### src/rtl/sdrx_pkg.sv
package sdrx_pkg;
  typedef enum logic [2:0] {
    ST_IDLE,
    ST_CMDW,
    ST_GAP,
    ST_RDWAIT,
    ST_RXBLK,
    ST_ENDBIT,
    ST_BLKDONE,
    ST_RXSTRM
  } rx_state_e;
endpackage

### src/rtl/sdrx_deser.sv
module sdrx_deser #(
  parameter int DW = 8
) (
  input  logic          clk,
  input  logic          rst_n,
  input  logic          clr,
  input  logic          smp_en,
  input  logic          din,
  output logic          byte_wr,
  output logic [DW-1:0] byte_data
);
  localparam int IW = $clog2(DW);
  localparam logic [IW-1:0] LAST = IW'(DW - 1);

  logic [DW-1:0] shift_q, shift_d;
  logic [IW-1:0] idx_q, idx_d;
  logic          wr_q, wr_d;
  logic [DW-1:0] data_q, data_d;

  always_comb begin
    shift_d = shift_q;
    idx_d   = idx_q;
    data_d  = data_q;
    wr_d    = 1'b0;
    if (clr) begin
      idx_d = '0;
    end else if (smp_en) begin
      shift_d = {shift_q[DW-2:0], din};
      idx_d   = idx_q + 1'b1;
      if (idx_q == LAST) begin
        wr_d   = 1'b1;
        data_d = {shift_q[DW-2:0], din};
        idx_d  = '0;
      end
    end
  end

  always_ff @(posedge clk or negedge rst_n) begin
    if (!rst_n) begin
      shift_q <= '0;
      idx_q   <= '0;
      wr_q    <= 1'b0;
      data_q  <= '0;
    end else begin
      shift_q <= shift_d;
      idx_q   <= idx_d;
      wr_q    <= wr_d;
      data_q  <= data_d;
    end
  end

  assign byte_wr   = wr_q;
  assign byte_data = data_q;


  wr_gap_chk: assert property (@(posedge clk) disable iff (!rst_n)
    wr_q |=> !wr_q);


  wr_follows_smp_chk: assert property (@(posedge clk) disable iff (!rst_n)
    $rose(wr_q) |-> $past(smp_en));
endmodule

### src/rtl/sdrx_wdog.sv
module sdrx_wdog #(
  parameter int TW = 24
) (
  input  logic          clk,
  input  logic          rst_n,
  input  logic          run,
  input  logic          tick,
  input  logic [TW-1:0] limit,
  output logic          expire
);
  logic [TW-1:0] cnt_q, cnt_d;

  always_comb begin
    cnt_d = '0;
    if (run) begin
      cnt_d = tick ? cnt_q + 1'b1 : cnt_q;
    end
  end

  assign expire = run && tick && (cnt_q == limit - TW'(1));

  always_ff @(posedge clk or negedge rst_n) begin
    if (!rst_n) cnt_q <= '0;
    else        cnt_q <= cnt_d;
  end


  expire_once_chk: assert property (@(posedge clk) disable iff (!rst_n)
    expire |=> !expire);
endmodule

### src/rtl/sdrx_ctrl.sv
module sdrx_ctrl
  import sdrx_pkg::*;
#(
  parameter int BCW       = 16,
  parameter int BSW       = 12,
  parameter int AUTO_LEAD = 48
) (
  input  logic           clk,
  input  logic           rst_n,
  input  logic           cmd_load,
  input  logic           cmd_data_exp,
  input  logic           cmd_is_read,
  input  logic           cmd_end,
  input  logic           stop_end,
  input  logic           cfg_stream,
  input  logic [BCW-1:0] cfg_byte_cnt,
  input  logic [BSW-1:0] cfg_blk_size,
  input  logic           cfg_auto_stop,
  input  logic           din,
  input  logic           fifo_full,
  input  logic           expire,
  output logic           wd_run,
  output logic           smp_en,
  output logic           des_clr,
  output logic           rx_hold,
  output logic           xfer_done,
  output logic           data_timeout,
  output logic           auto_stop_req
);
  localparam int BLW = BCW + 3;
  localparam int BKW = BSW + 3;
  localparam logic [BLW-1:0] LEAD  = BLW'(AUTO_LEAD);
  localparam logic [BLW-1:0] LEAD1 = BLW'(AUTO_LEAD + 1);

  rx_state_e      state_q, state_d;
  logic [BLW-1:0] bits_left_q, bits_left_d;
  logic [BKW-1:0] blk_left_q, blk_left_d;
  logic [1:0]     drain_q, drain_d;
  logic           stream_q, stream_d;
  logic           open_q, open_d;
  logic           auto_q, auto_d;
  logic           stop_seen_q, stop_seen_d;
  logic           done_q, done_d;
  logic           tmo_q, tmo_d;
  logic           req_q, req_d;

  assign wd_run  = (state_q == ST_RDWAIT);
  assign rx_hold = (state_q == ST_RXSTRM) && fifo_full;
  assign smp_en  = (state_q == ST_RXBLK) || ((state_q == ST_RXSTRM) && !fifo_full);
  assign des_clr = (state_q == ST_IDLE);

  always_comb begin
    state_d     = state_q;
    bits_left_d = bits_left_q;
    blk_left_d  = blk_left_q;
    drain_d     = drain_q;
    stream_d    = stream_q;
    open_d      = open_q;
    auto_d      = auto_q;
    stop_seen_d = stop_seen_q;
    done_d      = 1'b0;
    tmo_d       = 1'b0;
    req_d       = 1'b0;

    if (stop_end && state_q != ST_IDLE && state_q != ST_CMDW) begin
      stop_seen_d = 1'b1;
    end

    unique case (state_q)
      ST_IDLE: begin
        if (cmd_load && cmd_data_exp && cmd_is_read) begin
          state_d     = ST_CMDW;
          bits_left_d = {cfg_byte_cnt, 3'b000};
          open_d      = (cfg_byte_cnt == '0);
          stream_d    = cfg_stream;
          auto_d      = cfg_auto_stop;
          stop_seen_d = 1'b0;
          drain_d     = 2'd0;
        end
      end
      ST_CMDW: begin
        if (cmd_end) state_d = ST_GAP;
      end
      ST_GAP: begin
        if (auto_q && !open_q && bits_left_q <= LEAD) req_d = 1'b1;
        state_d = stream_q ? ST_RXSTRM : ST_RDWAIT;
      end
      ST_RDWAIT: begin
        if (stop_seen_q || stop_end) begin
          state_d = ST_IDLE;
          done_d  = 1'b1;
        end else if (expire) begin
          state_d = ST_IDLE;
          done_d  = 1'b1;
          tmo_d   = 1'b1;
        end else if (!din) begin
          state_d    = ST_RXBLK;
          blk_left_d = {cfg_blk_size, 3'b000};
        end
      end
      ST_RXBLK: begin
        if (!open_q && bits_left_q != '0) bits_left_d = bits_left_q - 1'b1;
        blk_left_d = blk_left_q - 1'b1;
        if (blk_left_q == BKW'(1)) state_d = ST_ENDBIT;
      end
      ST_ENDBIT: begin
        state_d = ST_BLKDONE;
      end
      ST_BLKDONE: begin
        if ((!open_q && bits_left_q == '0) || stop_seen_q) begin
          state_d = ST_IDLE;
          done_d  = 1'b1;
        end else begin
          state_d = ST_RDWAIT;
        end
      end
      ST_RXSTRM: begin
        if (drain_q == 2'd2) begin
          state_d = ST_IDLE;
          done_d  = 1'b1;
        end else begin
          if (drain_q == 2'd1)  drain_d = 2'd2;
          else if (stop_end)    drain_d = 2'd1;
          if (!fifo_full && !open_q) begin
            if (bits_left_q != '0) bits_left_d = bits_left_q - 1'b1;
            if (bits_left_q == BLW'(1)) begin
              state_d = ST_IDLE;
              done_d  = 1'b1;
            end
          end
        end
      end
      default: state_d = ST_IDLE;
    endcase

    if (smp_en && auto_q && !open_q && bits_left_q == LEAD1) req_d = 1'b1;
  end

  always_ff @(posedge clk or negedge rst_n) begin
    if (!rst_n) begin
      state_q     <= ST_IDLE;
      bits_left_q <= '0;
      blk_left_q  <= '0;
      drain_q     <= 2'd0;
      stream_q    <= 1'b0;
      open_q      <= 1'b0;
      auto_q      <= 1'b0;
      stop_seen_q <= 1'b0;
      done_q      <= 1'b0;
      tmo_q       <= 1'b0;
      req_q       <= 1'b0;
    end else begin
      state_q     <= state_d;
      bits_left_q <= bits_left_d;
      blk_left_q  <= blk_left_d;
      drain_q     <= drain_d;
      stream_q    <= stream_d;
      open_q      <= open_d;
      auto_q      <= auto_d;
      stop_seen_q <= stop_seen_d;
      done_q      <= done_d;
      tmo_q       <= tmo_d;
      req_q       <= req_d;
    end
  end

  assign xfer_done     = done_q;
  assign data_timeout  = tmo_q;
  assign auto_stop_req = req_q;


  start_gap_chk: assert property (@(posedge clk) disable iff (!rst_n)
    (state_q == ST_CMDW && cmd_end) |=> (state_q == ST_GAP) ##1
      (state_q == ST_RDWAIT || state_q == ST_RXSTRM));


  done_pulse_chk: assert property (@(posedge clk) disable iff (!rst_n)
    done_q |=> !done_q);


  tmo_src_chk: assert property (@(posedge clk) disable iff (!rst_n)
    tmo_q |-> (state_q == ST_IDLE && $past(state_q) == ST_RDWAIT));


  hold_freeze_chk: assert property (@(posedge clk) disable iff (!rst_n)
    (state_q == ST_RXSTRM && fifo_full) |=> $stable(bits_left_q));


  drain_end_chk: assert property (@(posedge clk) disable iff (!rst_n)
    (state_q == ST_RXSTRM && drain_q == 2'd2) |=> (state_q == ST_IDLE && done_q));


  auto_gate_chk: assert property (@(posedge clk) disable iff (!rst_n)
    req_q |-> (auto_q && !open_q));
endmodule

### src/rtl/sd_rx_engine.sv
module sd_rx_engine #(
  parameter int BCW       = 16,
  parameter int BSW       = 12,
  parameter int TW        = 24,
  parameter int AUTO_LEAD = 48
) (
  input  logic           clk,
  input  logic           rst_n,
  input  logic           cmd_load,
  input  logic           cmd_data_exp,
  input  logic           cmd_is_read,
  input  logic           cmd_end,
  input  logic           stop_end,
  input  logic           cfg_stream,
  input  logic [BCW-1:0] cfg_byte_cnt,
  input  logic [BSW-1:0] cfg_blk_size,
  input  logic           cfg_auto_stop,
  input  logic [TW-1:0]  cfg_timeout,
  input  logic           card_dat,
  input  logic           fifo_full,
  output logic           fifo_wr,
  output logic [7:0]     fifo_wdata,
  output logic           card_clk_hold,
  output logic           auto_stop_req,
  output logic           xfer_done,
  output logic           data_timeout
);
  localparam int DW = 8;

  logic wd_run, wd_expire, smp_en, des_clr;

  sdrx_ctrl #(
    .BCW       (BCW),
    .BSW       (BSW),
    .AUTO_LEAD (AUTO_LEAD)
  ) u_ctrl (
    .clk           (clk),
    .rst_n         (rst_n),
    .cmd_load      (cmd_load),
    .cmd_data_exp  (cmd_data_exp),
    .cmd_is_read   (cmd_is_read),
    .cmd_end       (cmd_end),
    .stop_end      (stop_end),
    .cfg_stream    (cfg_stream),
    .cfg_byte_cnt  (cfg_byte_cnt),
    .cfg_blk_size  (cfg_blk_size),
    .cfg_auto_stop (cfg_auto_stop),
    .din           (card_dat),
    .fifo_full     (fifo_full),
    .expire        (wd_expire),
    .wd_run        (wd_run),
    .smp_en        (smp_en),
    .des_clr       (des_clr),
    .rx_hold       (card_clk_hold),
    .xfer_done     (xfer_done),
    .data_timeout  (data_timeout),
    .auto_stop_req (auto_stop_req)
  );

  sdrx_deser #(.DW(DW)) u_deser (
    .clk       (clk),
    .rst_n     (rst_n),
    .clr       (des_clr),
    .smp_en    (smp_en),
    .din       (card_dat),
    .byte_wr   (fifo_wr),
    .byte_data (fifo_wdata)
  );

  sdrx_wdog #(.TW(TW)) u_wdog (
    .clk    (clk),
    .rst_n  (rst_n),
    .run    (wd_run),
    .tick   (card_dat),
    .limit  (cfg_timeout),
    .expire (wd_expire)
  );


  hold_no_write_chk: assert property (@(posedge clk) disable iff (!rst_n)
    (card_clk_hold && !fifo_wr) |=> !fifo_wr);
endmodule

### config.mk
export PLATFORM = sky130hd
export DESIGN_NAME = sd_rx_engine
export DESIGN_NICKNAME = d
export VERILOG_FILES = /design/src/rtl/sdrx_pkg.sv /design/src/rtl/sdrx_deser.sv /design/src/rtl/sdrx_wdog.sv /design/src/rtl/sdrx_ctrl.sv /design/src/rtl/sd_rx_engine.sv
export SDC_FILE = /design/constraint.sdc
export NUM_CORES = 1
export LEC_CHECK = 0
export BUFFER_PORTS_ARGS = -buffer_cell sky130_fd_sc_hd__buf_2
export CAP_MARGIN = 20
export CORE_ASPECT_RATIO = 0.8
export CORE_MARGIN = 2
export CORE_UTILIZATION = 54
export CTS_CLUSTER_DIAMETER = 60
export DETAILED_ROUTE_END_ITERATION = 8
export PLACE_DENSITY = 0.76
export SLEW_MARGIN = 20
export SYNTH_ARGS = -nofsm -noshare
export SYNTH_HDL_FRONTEND = slang
export SYNTH_SLANG_ARGS = --single-unit
### constraint.sdc
create_clock -name clk -period 2.8 [get_ports clk]
set_input_delay 0.56 -clock clk [delete_from_list [all_inputs] [get_ports clk]]
set_output_delay 0.56 -clock clk [all_outputs]
set_load 0.01 [all_outputs]
# Yosys cells after proc, flatten, opt, wreduce, memory -nomap -nowiden

Index checks and enable logic that the tools add are counted.

Bits in read-only memories: 0
Memories kept: 0
Bits in latches: 0
Word-level logic and storage cells: 140
RAM bits: 0
Bits in registers: 89

$add $sub $neg: 5
Equal/unequal tests: 30
$lt $le $gt $ge: 1
Divide/modulo/power cells: 0
Bitwise gates (word level): 1
Muxes and demuxes: 50
Shifts and indexed selects: 0
Reductions and logical operators: 37
Multiply operators: 0

Operators by type and width:

| cell                    | count |
|---|---|
| $mux W19                | 5 |
| $pmux W19 S3            | 1 |
| $mux W24                | 2 |
| $mux W15                | 3 |
| $mux W3                 | 13 |
| $pmux W15 S2            | 1 |
| $add A24 B1 Y24 const B | 1 |
| $eq A24 B24 Y1          | 1 |
| $pmux W3 S8             | 1 |
| $sub A24 B1 Y24 const B | 1 |
| $ne A2 B2 Y1 const B    | 10 |
| $eq A19 B1 Y1 const B   | 1 |
| $eq A19 B6 Y1 const B   | 1 |
| $le A19 B6 Y1 const B   | 1 |
| $logic_not A19 Y1       | 1 |
| $reduce_bool A19 Y1     | 1 |
| $sub A19 B1 Y19 const B | 1 |
| $mux W1                 | 17 |
| $logic_and A1 B1 Y1     | 16 |
| $logic_not A16 Y1       | 1 |
| $eq A15 B1 Y1 const B   | 1 |
| $eq A3 B3 Y1 const B    | 5 |
| $sub A15 B1 Y15 const B | 1 |
| $reduce_and A6 Y1       | 2 |
| other kinds (21)        | 36 |

# Depth between registers and ports, before layout

Depth after elaboration: 7
Gate-level depth with buffers: 10
Depth with buffers taken out: 9

# By module

A second synthesis with hierarchy kept.

Cells, all modules: 627
Area total of the unflattened synthesis: 5714.2 um2

Modules (own cells, without submodules):

| module     | area an instance (um2) | instances | cells each |
|---|---|---|---|
| sdrx_ctrl  | 2970.3                 | 1         | 363 |
| sdrx_wdog  | 1940.6                 | 1         | 216 |
| sdrx_deser | 803.3                  | 1         | 48 |

# Least setup slack after synthesis

Ideal clock, no wire load.

Path kind: input-to-reg
Start point: input port cfg_timeout[0]
End point: register u_ctrl.state_q[0]
Stages: 9
Buffers on the path: 0
Slack: 0.187 ns
Data arrival time: 2.488 ns
Cells stage by stage: inv_1 ha_1 nor3b_2 nand2_1 or3_1 o31a_1 a2111oi_4 and4_1 o21ai_1

Word-level cells in the longest chain between the ends: 6
Elaborated cells on any way between the ends: 8
Those cells by class: add/sub (1); eq/ne (2); mux (3); reduce/logical (2)

Ends and longest elaborated chain:

| element                | line               | text |
|---|---|---|
| start: declaration     | sd_rx_engine.sv:18 | `input logic [TW-1:0] cfg_timeout,` |
| $sub A24 B1 Y24 *      | sdrx_wdog.sv:20    | `assign expire = run && tick && (cnt_q == limit - TW'(1));` |
| $eq A24 B24 Y1 *       | sdrx_wdog.sv:20    |  |
| $logic_and A1 B1 Y1 *  | sdrx_wdog.sv:20    |  |
| $mux W3                | sdrx_ctrl.sv:92    | `end else if (expire) begin` |
| $mux W3                | sdrx_ctrl.sv:89    | `if (stop_seen_q \|\| stop_end) begin` |
| $pmux W3 S8            | sdrx_ctrl.sv:69    | `unique case (state_q)` |
| end signal: assignment | sdrx_ctrl.sv:153   | `state_q <= state_d;` |
| end: declaration       | sdrx_ctrl.sv:35    | `rx_state_e state_q, state_d;` |

Every way passes the cells marked *; elsewhere a longest branch is shown, timed or not.
A chain may end at the register's enable or synchronous reset.

# Worst setup path after layout

Start point: input port cfg_timeout[0]
End point: register u_ctrl.state_q[1]

The elaborated chain is that of the path after synthesis.

==> results.sh <==
export IMPL_whs_ns=0.231
export IMPL_die_w_um=117
export IMPL_dp_cells=866
export IMPL_area_growth_pct=18.1
export IMPL_r2r_slack_ns=0.34
export IMPL_r2r_cells=6
export IMPL_powerDensity_nw_per_um2=774
export IMPL_finalPower_mw=5.03
export IMPL_finalClockSkew_ns=0.00781
export IMPL_max_cap_viol_count=0
export IMPL_synthFlopType="dfrtp_1"
export IMPL_leakagePower_nw=2.82
export IMPL_wire_per_inst_um=15.5
export IMPL_dp_hpwl_um=10100
export IMPL_slowest_delay_ns=0.38
export IMPL_hold_viol=0
export IMPL_via_count=5194
export IMPL_clkTransAtPathRegs_ns=0.07
export IMPL_final_max_slew_violation_count=0
export IMPL_syn_inst=655
export IMPL_first_pass_iters=6
export IMPL_ir_drop_v=0.000429
export IMPL_max_clock_path_buffers=2
export IMPL_cts_tree="built"
export IMPL_setup_tns_ns=0
export IMPL_finalCritPeriodShare_pct=88.1
export IMPL_die_h_um=94.3
export IMPL_cts_sinks=89
export IMPL_seq_area_frac_synth_pct=40.4
export IMPL_min_path_type="in -> async"
export IMPL_die_area_sq_um=11000
export IMPL_synth_most_common_cell="nand2_1"
export IMPL_vias_per_cell=5.89
export IMPL_core_sq_um=9770
export IMPL_start_util_pct=56.4
export IMPL_drive_gt1_share_pct=18.0
export IMPL_worstPathArrival_ns=2.70
export IMPL_r2r_start="u_ctrl.blk_left_q[6]$_DFFE_PN0P_"
export IMPL_synth_edf_count=0
export IMPL_yosys_cell_types_count=68
export IMPL_crit_path_top_delay_cell="or3_1"
export IMPL_tightestPinTransition_ns=0.895
export IMPL_synth_top_cell_area_share_pct=40.4
export IMPL_cts_inserted_buffers=9
export IMPL_postCtsHoldBufs=0
export IMPL_avgSynthCellArea_sq_um=8.41
export IMPL_syn_area_sq_um=5510
export IMPL_cts_htree_levels=3
export IMPL_grt_pass1_vias=4804
export IMPL_slew_limit_headroom_pct=40.3
export IMPL_grt_use_total_pct=26.1
export IMPL_place_gp_congestion=0.907
export IMPL_synth_area_leaders="dfrtp_1 40%, nand2_1 6.2%, nor2_1 6.1%, xnor2_1 4.6%, xor2_1 3.7%"
export IMPL_cts_root_buf="clkbuf_16"
export IMPL_overflow=0
export IMPL_layout_min_cycle_time_ns=2.47
export IMPL_critPathRequiredTime_ns=3.03
export IMPL_drtIter0Drc=416
export IMPL_synth_warnings=0
export IMPL_yosys_top_cells_count="91 x nand2_1, 89 x dfrtp_1, 89 x nor2_1"
export IMPL_clk_latency_ns=0.35
export IMPL_fin_cells=882
export IMPL_antenna_found_initial=0
export IMPL_async_flop_share_pct=100
export IMPL_ys_ff_latch=89
export IMPL_drc_errors=0
export IMPL_fin_nets=812
export IMPL_io_pins=76
export IMPL_status="finished clean"
export IMPL_syn_nets=726
export IMPL_crit_fanout=4
export IMPL_rsz0062_at_grt="false"
export IMPL_io_buffers=75
export IMPL_cp_start_kind="input pin"
export IMPL_setup_violations=0
export IMPL_crit_type="in -> reg"
export IMPL_crit_chain="buf_2 > inv_1 > ha_1 > nor3b_2 > nand2_1 > or3_1 > o31a_1 > a2111oi_4 > and4_1 > o21ai_1"
export IMPL_endpoint_kind="flop"
export IMPL_yosys_area_top_type="dfrtp_1"
export IMPL_grt_pass1_wl_um=22600
export IMPL_grt_max_degree=49
export IMPL_cts_resized=0
export IMPL_rr_endpoint="u_ctrl.blk_left_q[13]$_DFFE_PN0P_"
export IMPL_rows=32
export IMPL_cts_setup_buffers=0
export IMPL_n_antenna_cell=0
export IMPL_drt_antenna_violating_nets=0
export IMPL_max_freq_mhz=405
export IMPL_routed_wl_um=13700
[logic make-up (layout without fill, tap and decap cells)]
logic type / after synthesis / count (layout) / synth area share, %
mux: 11 / 11 / 2.39
fa+ha+maj: 8 / 8 / 1.82
xor+xnor: 52 / 52 / 8.27
compound gates: 132 / 132 / 15.1
buf+inv: 45 / 136 / 3.38
flops: 89 / 89 / 40.4
simple gates: 318 / 318 / 28.6
[worst max-delay path: cells and delay by family]
kind | cells | cell delay (ns)
AO/OA/AOI/OAI | 3 | 0.74
adder cells (fa/ha/maj) | 1 | 0.15
buffers and inverters | 2 | 0.18
AND/OR/NAND/NOR | 4 | 1.06
[per-layer routing]
layer  part of all wire (%)  track usage, %  up-vias
li1                       -               -     2516
met1                     47            36.7     2479
met2                     46            40.6      172
met3                    5.8            5.39       27
met4                    2.0            8.73        0
met5                      0               0        -
[cell type report]
| cell class | count | area [sq um] |
|---|---|---|
| Inverter | 19 | 71.3 |
| Sequential cell | 89 | 2230 |
| Clock inverter | 6 | 115 |
| Clock buffer | 10 | 239 |
| Multi-Input combinational cell | 521 | 3090 |
| Tap cell | 136 | 170 |
| Timing Repair Buffer | 101 | 586 |
| Fill cell | 823 | 3270 |
[metrics by stage]
step                      instance area, sq um  util, %  setup slack, ns
after floorplan                           5510        -            0.187
after global placement                    6150     62.9           0.0754
after detailed placement                  6150     62.9          0.00671
after CTS                                 6500     66.6            0.340
after global routing                      6500     66.6            0.117
final                                     6500     66.6            0.333
[worst max-delay path by stage]
stage                                     start                           endpoint  slack, ns  depth (start not counted)
5_1_grt                          cfg_timeout[0]      u_ctrl.state_q[1]$_DFFE_PN0P_       0.12                         11
3_3_place_gp                     cfg_timeout[0]      u_ctrl.state_q[0]$_DFFE_PN0P_       0.08                         10
2_1_floorplan                    cfg_timeout[0]      u_ctrl.state_q[0]$_DFFE_PN0P_       0.19                          9
6_report                         cfg_timeout[0]      u_ctrl.state_q[1]$_DFFE_PN0P_       0.33                         10
3_5_place_dp                     cfg_timeout[7]      u_ctrl.state_q[1]$_DFFE_PN0P_      0.007                          8
4_1_cts        u_ctrl.blk_left_q[6]$_DFFE_PN0P_  u_ctrl.blk_left_q[13]$_DFFE_PN0P_       0.34                          6
[placed cells by master, fill, tap and decap left out, drive strengths merged, types with 6 or more instances in the layout]
master and count:
o22ai 6, xnor2 29, inv 18, nand2 92
clkbuf 10, o21ai 40, a31oi 7, buf 101
nand4 13, nor3 26, dfrtp 89, a21oi 39
nor2 89, and3 7, nand3 25, nor4 17
xor2 23, or3 9, mux2i 6, and2 7
ha 8
[registers in the layout, summed over array words and instances, names as in the netlist, 2 cells and up]
name / count
u_ctrl.state_q: 3
u_ctrl.drain_q: 2
u_deser.shift_q: 7
u_wdog.cnt_q: 24
u_deser.idx_q: 3
u_deser.byte_data: 8
u_ctrl.bits_left_q: 19
u_ctrl.blk_left_q: 15
[report_power, final]
group / switching (mW) / internal, mW / total [mW]
combinational: 0.942 / 0.627 / 1.57
sequential: 0.417 / 1.64 / 2.05
clock: 0.510 / 0.899 / 1.41
Note: power is estimated with default switching activity, not from simulation.
